$ cat config.mk
export PLATFORM = sky130hd
export DESIGN_NAME = hreg_index_port
export DESIGN_NICKNAME = d
export VERILOG_FILES = /design/src/rtl/hip_pkg.sv /design/src/rtl/hip_strobe_sync.sv /design/src/rtl/hip_index_ctrl.sv /design/src/rtl/hip_regfile.sv /design/src/rtl/hreg_index_port.sv
export SDC_FILE = /design/constraint.sdc
export NUM_CORES = 1
export LEC_CHECK = 0
export BUFFER_PORTS_ARGS = -buffer_cell sky130_fd_sc_hd__buf_2
export CAP_MARGIN = 20
export CORE_UTILIZATION = 57
export CTS_BUF_LIST = sky130_fd_sc_hd__clkbuf_8
export DETAILED_ROUTE_END_ITERATION = 7
export GPL_ROUTABILITY_DRIVEN = 0
export GPL_TIMING_DRIVEN = 0
export PLACE_DENSITY = 0.79
export RECOVER_POWER = 50
export SLEW_MARGIN = 15
export SYNTH_ARGS = -nofsm -noshare
export SYNTH_HDL_FRONTEND = slang
export SYNTH_SLANG_ARGS = --single-unit
export TNS_END_PERCENT = 50
$ cat constraint.sdc
create_clock -name clk -period 3.1 [get_ports clk]
set_input_delay 0.31 -clock clk [delete_from_list [all_inputs] [get_ports clk]]
set_output_delay 0.31 -clock clk [all_outputs]
set_load 0.05 [all_outputs]
$ cat src/rtl/hip_pkg.sv
package hip_pkg;

    localparam int CODE_W   = 6;
    localparam int HALF_W   = 2;
    localparam int IDX_W    = CODE_W + HALF_W;

    localparam logic [CODE_W-1:0] CODE_CTRL   = 6'd1;
    localparam logic [CODE_W-1:0] CODE_WINDOW = 6'd6;
    localparam logic [CODE_W-1:0] CODE_LAST   = 6'd6;
    localparam logic [CODE_W-1:0] CODE_BUFCTL = 6'd15;

    typedef struct packed {
        logic [CODE_W-1:0] code;
        logic [HALF_W-1:0] half;
    } idx_t;

    // Map a register code to a slot of the register file.
    function automatic logic [2:0] code_to_slot(input logic [CODE_W-1:0] code);
        if (code == CODE_BUFCTL) return 3'd7;
        return code[2:0];
    endfunction

    function automatic logic code_ok(input logic [CODE_W-1:0] code);
        return (code <= CODE_LAST) || (code == CODE_BUFCTL);
    endfunction

    function automatic logic half_ok(input logic [HALF_W-1:0] half);
        return half[0] == 1'b0;
    endfunction

endpackage

$ cat src/rtl/hip_strobe_sync.sv
module hip_strobe_sync #(
    parameter int STAGES = 2,
    parameter int DATA_W = 16
) (
    input  logic              clk,
    input  logic              rst_n,
    input  logic              host_cs_n,
    input  logic              host_rd_n,
    input  logic              host_wr_n,
    input  logic              host_sel,
    input  logic [DATA_W-1:0] host_din,
    output logic              commit_rd,
    output logic              commit_wr,
    output logic              acc_sel,
    output logic [DATA_W-1:0] acc_data
);

    localparam int BUS_W = DATA_W + 1;
    localparam int LAST  = STAGES - 1;

    typedef struct packed {
        logic [STAGES-1:0]            rd_sh;
        logic [STAGES-1:0]            wr_sh;
        logic                         rd_prev;
        logic                         wr_prev;
        logic [STAGES-1:0][BUS_W-1:0] bus_sh;
        logic [BUS_W-1:0]             cap;
    } sync_t;

    sync_t s_d, s_q;
    logic  rd_act, wr_act;

    assign rd_act = ~host_rd_n & ~host_cs_n;
    assign wr_act = ~host_wr_n & ~host_cs_n;

    always_comb begin
        s_d = s_q;
        s_d.rd_sh[0]  = rd_act;
        s_d.wr_sh[0]  = wr_act;
        s_d.bus_sh[0] = {host_sel, host_din};
        for (int i = 1; i < STAGES; i++) begin
            s_d.rd_sh[i]  = s_q.rd_sh[i-1];
            s_d.wr_sh[i]  = s_q.wr_sh[i-1];
            s_d.bus_sh[i] = s_q.bus_sh[i-1];
        end
        s_d.rd_prev = s_q.rd_sh[LAST];
        s_d.wr_prev = s_q.wr_sh[LAST];
        if (s_q.rd_sh[LAST] || s_q.wr_sh[LAST]) begin
            s_d.cap = s_q.bus_sh[LAST];
        end
    end

    always_ff @(posedge clk or negedge rst_n) begin
        if (!rst_n) s_q <= '0;
        else        s_q <= s_d;
    end

    assign commit_rd = s_q.rd_prev & ~s_q.rd_sh[LAST];
    assign commit_wr = s_q.wr_prev & ~s_q.wr_sh[LAST];
    assign acc_sel   = s_q.cap[BUS_W-1];
    assign acc_data  = s_q.cap[DATA_W-1:0];


    single_commit_chk: assert property (@(posedge clk) disable iff (!rst_n)
        commit_wr |=> !commit_wr);

    one_kind_chk: assert property (@(posedge clk) disable iff (!rst_n)
        $onehot0({commit_rd, commit_wr}));

    data_held_chk: assert property (@(posedge clk) disable iff (!rst_n)
        (commit_rd || commit_wr) |=> $stable(acc_data));

endmodule

$ cat src/rtl/hip_index_ctrl.sv
module hip_index_ctrl
    import hip_pkg::*;
(
    input  logic             clk,
    input  logic             rst_n,
    input  logic             commit_rd,
    input  logic             commit_wr,
    input  logic             acc_sel,
    input  logic [IDX_W-1:0] acc_idx,
    input  logic             cpu_idx_we,
    input  logic [IDX_W-1:0] cpu_idx_wdata,
    output idx_t             idx,
    output logic [2:0]       slot,
    output logic             access_ok
);

    typedef struct packed {
        idx_t idx;
    } ictl_t;

    ictl_t c_d, c_q;
    logic  host_load;
    logic  data_commit;
    logic  win_step;

    assign host_load   = commit_wr & acc_sel;
    assign data_commit = (commit_rd | commit_wr) & ~acc_sel;
    assign access_ok   = code_ok(c_q.idx.code) & half_ok(c_q.idx.half);
    assign win_step    = data_commit & access_ok & (c_q.idx.code == CODE_WINDOW);

    always_comb begin
        c_d = c_q;
        if (host_load) begin
            c_d.idx = idx_t'(acc_idx);
        end else if (win_step) begin
            c_d.idx.half[1] = ~c_q.idx.half[1];
        end
        // The CPU-side write input is deliberately not a term here.
    end

    always_ff @(posedge clk or negedge rst_n) begin
        if (!rst_n) c_q <= '0;
        else        c_q <= c_d;
    end

    assign idx  = c_q.idx;
    assign slot = code_to_slot(c_q.idx.code);


    cpu_reject_chk: assert property (@(posedge clk) disable iff (!rst_n)
        (cpu_idx_we && !commit_rd && !commit_wr) |=> $stable(idx));

    cpu_value_chk: assert property (@(posedge clk) disable iff (!rst_n)
        (cpu_idx_we && !host_load && (cpu_idx_wdata != idx)) |=> (idx != $past(cpu_idx_wdata)));

    window_flip_chk: assert property (@(posedge clk) disable iff (!rst_n)
        (data_commit && idx.code == CODE_WINDOW && idx.half[0] == 1'b0)
        |=> (idx.half[1] != $past(idx.half[1])) && $stable(idx.code));

    other_keep_chk: assert property (@(posedge clk) disable iff (!rst_n)
        (data_commit && (idx.code != CODE_WINDOW || idx.half[0])) |=> $stable(idx));

endmodule

$ cat src/rtl/hip_regfile.sv
module hip_regfile #(
    parameter int NREG   = 8,
    parameter int DATA_W = 16
) (
    input  logic                           clk,
    input  logic                           rst_n,
    input  logic                           we,
    input  logic [$clog2(NREG)-1:0]        slot,
    input  logic                           upper,
    input  logic [DATA_W-1:0]              wdata,
    output logic [NREG-1:0][2*DATA_W-1:0]  regs
);

    localparam int REG_W = 2 * DATA_W;

    typedef struct packed {
        logic [NREG-1:0][REG_W-1:0] r;
    } rf_t;

    rf_t f_d, f_q;

    always_comb begin
        f_d = f_q;
        for (int i = 0; i < NREG; i++) begin
            if (we && slot == i[$clog2(NREG)-1:0]) begin
                if (upper) f_d.r[i][REG_W-1:DATA_W] = wdata;
                else       f_d.r[i][DATA_W-1:0]     = wdata;
            end
        end
    end

    always_ff @(posedge clk or negedge rst_n) begin
        if (!rst_n) f_q <= '0;
        else        f_q <= f_d;
    end

    assign regs = f_q.r;


    idle_stable_chk: assert property (@(posedge clk) disable iff (!rst_n)
        !we |=> $stable(regs));

    write_lands_chk: assert property (@(posedge clk) disable iff (!rst_n)
        (we && upper) |=> regs[$past(slot)][REG_W-1:DATA_W] == $past(wdata));

endmodule

$ cat src/rtl/hreg_index_port.sv
module hreg_index_port
    import hip_pkg::*;
#(
    parameter int DATA_W      = 16,
    parameter int SYNC_STAGES = 2
) (
    input  logic              clk,
    input  logic              rst_n,
    input  logic              host_cs_n,
    input  logic              host_rd_n,
    input  logic              host_wr_n,
    input  logic              host_sel,
    input  logic [DATA_W-1:0] host_din,
    output logic [DATA_W-1:0] host_dout,
    input  logic              cpu_idx_we,
    input  logic [IDX_W-1:0]  cpu_idx_wdata
);

    localparam int NREG  = 8;
    localparam int REG_W = 2 * DATA_W;

    logic                        commit_rd, commit_wr, acc_sel;
    logic [DATA_W-1:0]           acc_data;
    idx_t                        idx;
    logic [2:0]                  slot;
    logic                        access_ok;
    logic                        byte_order;
    logic                        upper;
    logic                        reg_we;
    logic                        rd_live;
    logic [NREG-1:0][REG_W-1:0]  regs;
    logic [DATA_W-1:0]           half_data;

    hip_strobe_sync #(
        .STAGES (SYNC_STAGES),
        .DATA_W (DATA_W)
    ) u_sync (
        .clk       (clk),
        .rst_n     (rst_n),
        .host_cs_n (host_cs_n),
        .host_rd_n (host_rd_n),
        .host_wr_n (host_wr_n),
        .host_sel  (host_sel),
        .host_din  (host_din),
        .commit_rd (commit_rd),
        .commit_wr (commit_wr),
        .acc_sel   (acc_sel),
        .acc_data  (acc_data)
    );

    hip_index_ctrl u_idx (
        .clk           (clk),
        .rst_n         (rst_n),
        .commit_rd     (commit_rd),
        .commit_wr     (commit_wr),
        .acc_sel       (acc_sel),
        .acc_idx       (acc_data[IDX_W-1:0]),
        .cpu_idx_we    (cpu_idx_we),
        .cpu_idx_wdata (cpu_idx_wdata),
        .idx           (idx),
        .slot          (slot),
        .access_ok     (access_ok)
    );

    assign byte_order = regs[CODE_CTRL[2:0]][0];
    assign upper      = (idx.half[1] == 1'b0) ^ byte_order;
    assign reg_we     = commit_wr & ~acc_sel & access_ok;

    hip_regfile #(
        .NREG   (NREG),
        .DATA_W (DATA_W)
    ) u_rf (
        .clk   (clk),
        .rst_n (rst_n),
        .we    (reg_we),
        .slot  (slot),
        .upper (upper),
        .wdata (acc_data),
        .regs  (regs)
    );

    assign rd_live   = ~host_cs_n & ~host_rd_n;
    assign half_data = upper ? regs[slot][REG_W-1:DATA_W] : regs[slot][DATA_W-1:0];

    always_comb begin
        host_dout = '0;
        if (rd_live) begin
            if (host_sel)       host_dout = DATA_W'(idx);
            else if (access_ok) host_dout = half_data;
        end
    end


    bad_write_chk: assert property (@(posedge clk) disable iff (!rst_n)
        (commit_wr && !acc_sel && idx.half[0]) |=> $stable(regs));

    bad_code_read_chk: assert property (@(posedge clk) disable iff (!rst_n)
        (rd_live && !host_sel && !code_ok(idx.code)) |-> host_dout == '0);

    idle_bus_chk: assert property (@(posedge clk) disable iff (!rst_n)
        !rd_live |-> host_dout == '0);

endmodule

==> flow_summary.rst <==
.. list-table::
   :header-rows: 1

   * - Metric
     - Value
   * - Result of the run
     - finished clean
   * - Sinks on Clock Net
     - 321
   * - Layout area overhead
     - 16.4%
   * - R2R Path Start
     - u_idx.idx[6]
   * - Post-synthesis cell count
     - 948
   * - Dominant delay contributor by cell family on the critical path
     - compound AO/OA/AOI/OAI gates
   * - Maximum clock path buffer count
     - 3
   * - # DRC
     - 0
   * - Distinct cell type count of the synthesized netlist
     - 61
   * - Portion of synthesized cell area occupied by the leading cell type
     - 56.5%
   * - Final net count
     - 1,100
   * - Critical path origin
     - u_idx.idx[2]
   * - Max Clk Rate
     - 323 MHz
   * - Least-Margin Pin Slew
     - 1.20 ns
   * - Count of cells along the worst register-to-register path
     - 5
   * - First-pass GRT wire length
     - 54.9 mm
   * - EDFF count, synth
     - 0
   * - Final critical-path share of the clock period
     - 99.8%
   * - Class of the tightest hold or removal check
     - primary input to async pin
   * - Maximum fanout along the worst path
     - 10
   * - Vertical die dimension
     - 160 um
   * - Number of violations reported at the end of detailed-routing iteration 0
     - 704
   * - Starting density of the core
     - 58.2%
   * - Worst EP required
     - 2.79 ns
   * - Worst supply voltage drop on vdd
     - 459 uV
   * - Vias after detailed routing
     - 8,857
   * - Dominant synthesized flop cell
     - dfrtp_1
   * - Smallest hold slack
     - 0.255 ns
   * - Number of levels in the clock H-tree
     - 2
   * - Post-synthesis cell type with the largest combined area
     - dfrtp_1
   * - Clock Skew
     - 0.0296 ns
   * - Area of the core region
     - 24,400 um^2
   * - Largest cells by area after synthesis
     - dfrtp_1, mux2_2, mux4_2, mux2i_1, mux2_1
   * - Final-report hold violation count
     - 0
   * - Detail Route Antenna Nets
     - 0
   * - Average wire per cell in the routed design
     - 24.4 um
   * - Total Neg Setup Slack
     - 0 ns
   * - Vias per std cell
     - 6.19
   * - Capturing point of the worst reg2reg path
     - u_rf.regs[62]
   * - Slowest Stage Delay on Critical Path
     - 0.42 ns
   * - Chain of cells forming the critical path
     - buf_8 -> buf_8 -> mux2_2 -> a221oi_4 -> a221oi_2 -> o311a_1 -> buf_4
   * - Clock latency on the worst-skew pair
     - 0.60 ns
   * - Placement Rows
     - 57
   * - Synthesized area per cell
     - 15.0 um^2
   * - Via count of the first global-routing pass
     - 9,192
   * - Worst setup slack before clock tree synthesis
     - -0.199 ns
   * - Async set-reset flop share out of synthesis
     - 100%
   * - Cell type with the highest occurrence count on the critical path
     - buf_8
   * - X dimension of the die
     - 160 um
   * - Clock tree from TritonCTS
     - yes
   * - Reg2reg setup slack
     - 0.22 ns
   * - IO buf count
     - 37
   * - First drt pass iteration count
     - 5
   * - Total overflow reported by the global router
     - 0
   * - Num ports
     - 47
   * - Overall die area
     - 25,600 um^2
   * - Leakage power total
     - 7.98 nW
   * - Data arrival, critical path
     - 2.78 ns
   * - Number of warnings issued by yosys
     - 0
   * - Pin count of the biggest net entering global routing
     - 94
   * - Final cell utilization of the core
     - 67.8%
   * - Relative slew slack
     - 20.0%
   * - HPWL after detailed placement
     - 22.9 mm
   * - Clock-pin slew on the worst setup and hold paths
     - 0.06 ns
   * - Overall track demand over capacity in global routing
     - 28.5%
   * - Count of final max-slew check failures
     - 0
   * - Kind of start point of the critical path
     - register
   * - Net Count, Synth
     - 979
   * - Setup-failing EPs final
     - 0
   * - Initial antenna violation count
     - 0
   * - Clock tree root driver cell
     - clkbuf_8
   * - CP Buf/Inv Count
     - 3
   * - Final critical-path required period
     - 3.09 ns
   * - Slowest cell on the critical path
     - dfrtp_2
   * - Number of buffers created by CTS
     - 51
   * - Final worst setup slack
     - 0.00632 ns
   * - Fraction of final layout cells with drive strength greater than 1
     - 48.7%
   * - Total of max-cap violations
     - 0
   * - Synth Register Bits
     - 321
   * - Antenna Diode Count
     - 0
   * - Areal power density over the cells
     - 716 nW/um^2
   * - Fraction of the yosys area taken by sequential cells
     - 56.5%
   * - Overall routed net length
     - 34.9 mm
   * - Cell area after technology mapping
     - 14,200 um^2
   * - Setup repair after global routing missed its margin
     - true
   * - Setup crit end kind
     - output pin
   * - Setup CP Type
     - register to output pin
## cells in the final DEF (no fill, tap or decap), types with 7 or more instances in the layout
cell type / netlist / final
dfrtp_1: 321 / 320
mux2_2: 280 / 280
clkbuf_8: 0 / 65
mux4_2: 36 / 36
buf_2: 28 / 33
buf_4: 7 / 28
nand2_1: 27 / 27
mux2i_1: 28 / 27
inv_1: 2 / 22
dlygate4sd3_1: 0 / 22
mux2_1: 20 / 20
clkbuf_1: 24 / 19
nor2_1: 15 / 13
buf_6: 2 / 13
nand3_1: 10 / 11
nor3_1: 9 / 9
o211ai_1: 8 / 8
clkbuf_4: 0 / 7
and3_1: 7 / 7
a21oi_1: 7 / 7
## worst max path at each step
stage,endpoint,depth (start not counted),slack (ns)
final,host_dout[6],7,0.006
after global routing,host_dout[6],7,-0.03
after CTS,host_dout[6],7,-0.03
after detailed placement,host_dout[7],9,-0.20
after global placement,u_rf.regs[27],1,-4.22
after floorplan,host_dout[10],6,-0.32
## synthesized netlist by cell type, types with 3 or more instances
library cell	count
a221oi_1	12
nor2b_1	6
nand3_1	10
a21oi_1	7
mux2_1	20
o211ai_1	8
o21ai_0	3
nor4b_1	4
nor2_2	4
a22oi_1	8
a221o_1	5
a2111oi_0	4
nand2_1	27
nor3_1	9
buf_1	7
nand2b_1	4
nand3b_1	4
o22ai_1	8
dfrtp_1	321
a211oi_1	3
nand3_2	4
clkbuf_1	24
buf_2	28
and3_1	7
buf_4	7
a31oi_1	4
mux4_2	36
nor2_1	15
mux2_2	280
mux2i_1	28
## stage by stage
stage          instances  instance area, um^2  power [mW]
3_5_place_dp        1312                14900        7.92
2_1_floorplan        948                14200        6.95
3_3_place_gp        1309                14800        7.84
4_1_cts             1425                16400        11.7
6_report            1430                16500        11.8
5_1_grt             1430                16500        12.3
## flip-flops by register name (all words and copies together), names as in the netlist
register	flops
u_idx.idx	8
u_rf.regs	256
u_sync.acc_data	16
u_sync.s_d	21
u_sync.s_q	19
u_sync.acc_sel	1
## logic make-up after synthesis
| kind of cell | synth area share, % |
|---|---|
| AOI/OAI and AO/OA | 4.21 |
| DFF | 56.5 |
| xor gates and xnor gates | 0.388 |
| and+or+nand+nor | 4.98 |
| buffers and inverters | 2.41 |
| muxes | 31.5 |
## metal layers
metal	vias to the layer above	wire length (um)	track usage, %
met5	-	0	0
met4	0	1060	9.31
met3	100	2440	5.97
met2	364	16300	44.8
met1	4604	15100	40.0
li1	3789	-	-
## report_power, final
group / internal, mW / leakage, nW / total (mW) / switching [mW]
Sequential: 4.72 / 4.31 / 5.07 / 0.351
Combinational: 1.44 / 3.08 / 3.27 / 1.83
Clock: 1.87 / 0.596 / 3.50 / 1.62
## layout make-up
class / instances / area [um^2]
sequential: 321 / 8030
fill: 1636 / 7860
multi-input combinational: 556 / 6000
clock buffer: 65 / 895
timing repair buffer: 68 / 563
buffer: 68 / 508
tap: 324 / 405
clock inverter: 25 / 106
inverter: 3 / 12.5
## timing repair
action,4_1_cts,5_1_grt
endpoints found under the setup margin,16,16
gates cloned,0,0
endpoints found under the hold margin,90,0
buffers inserted,1,5
hold buffers,22,0
pin swaps,2,3
resized for setup,83,39
## worst register-to-register path, delay by kind of cell (launching register included)
family        cells  cell delay, ns
flops             1            0.45
buf+inv           1            0.33
simple gates      3            1.66
mux               1            0.31
Power figures use the tool's default switching activity.
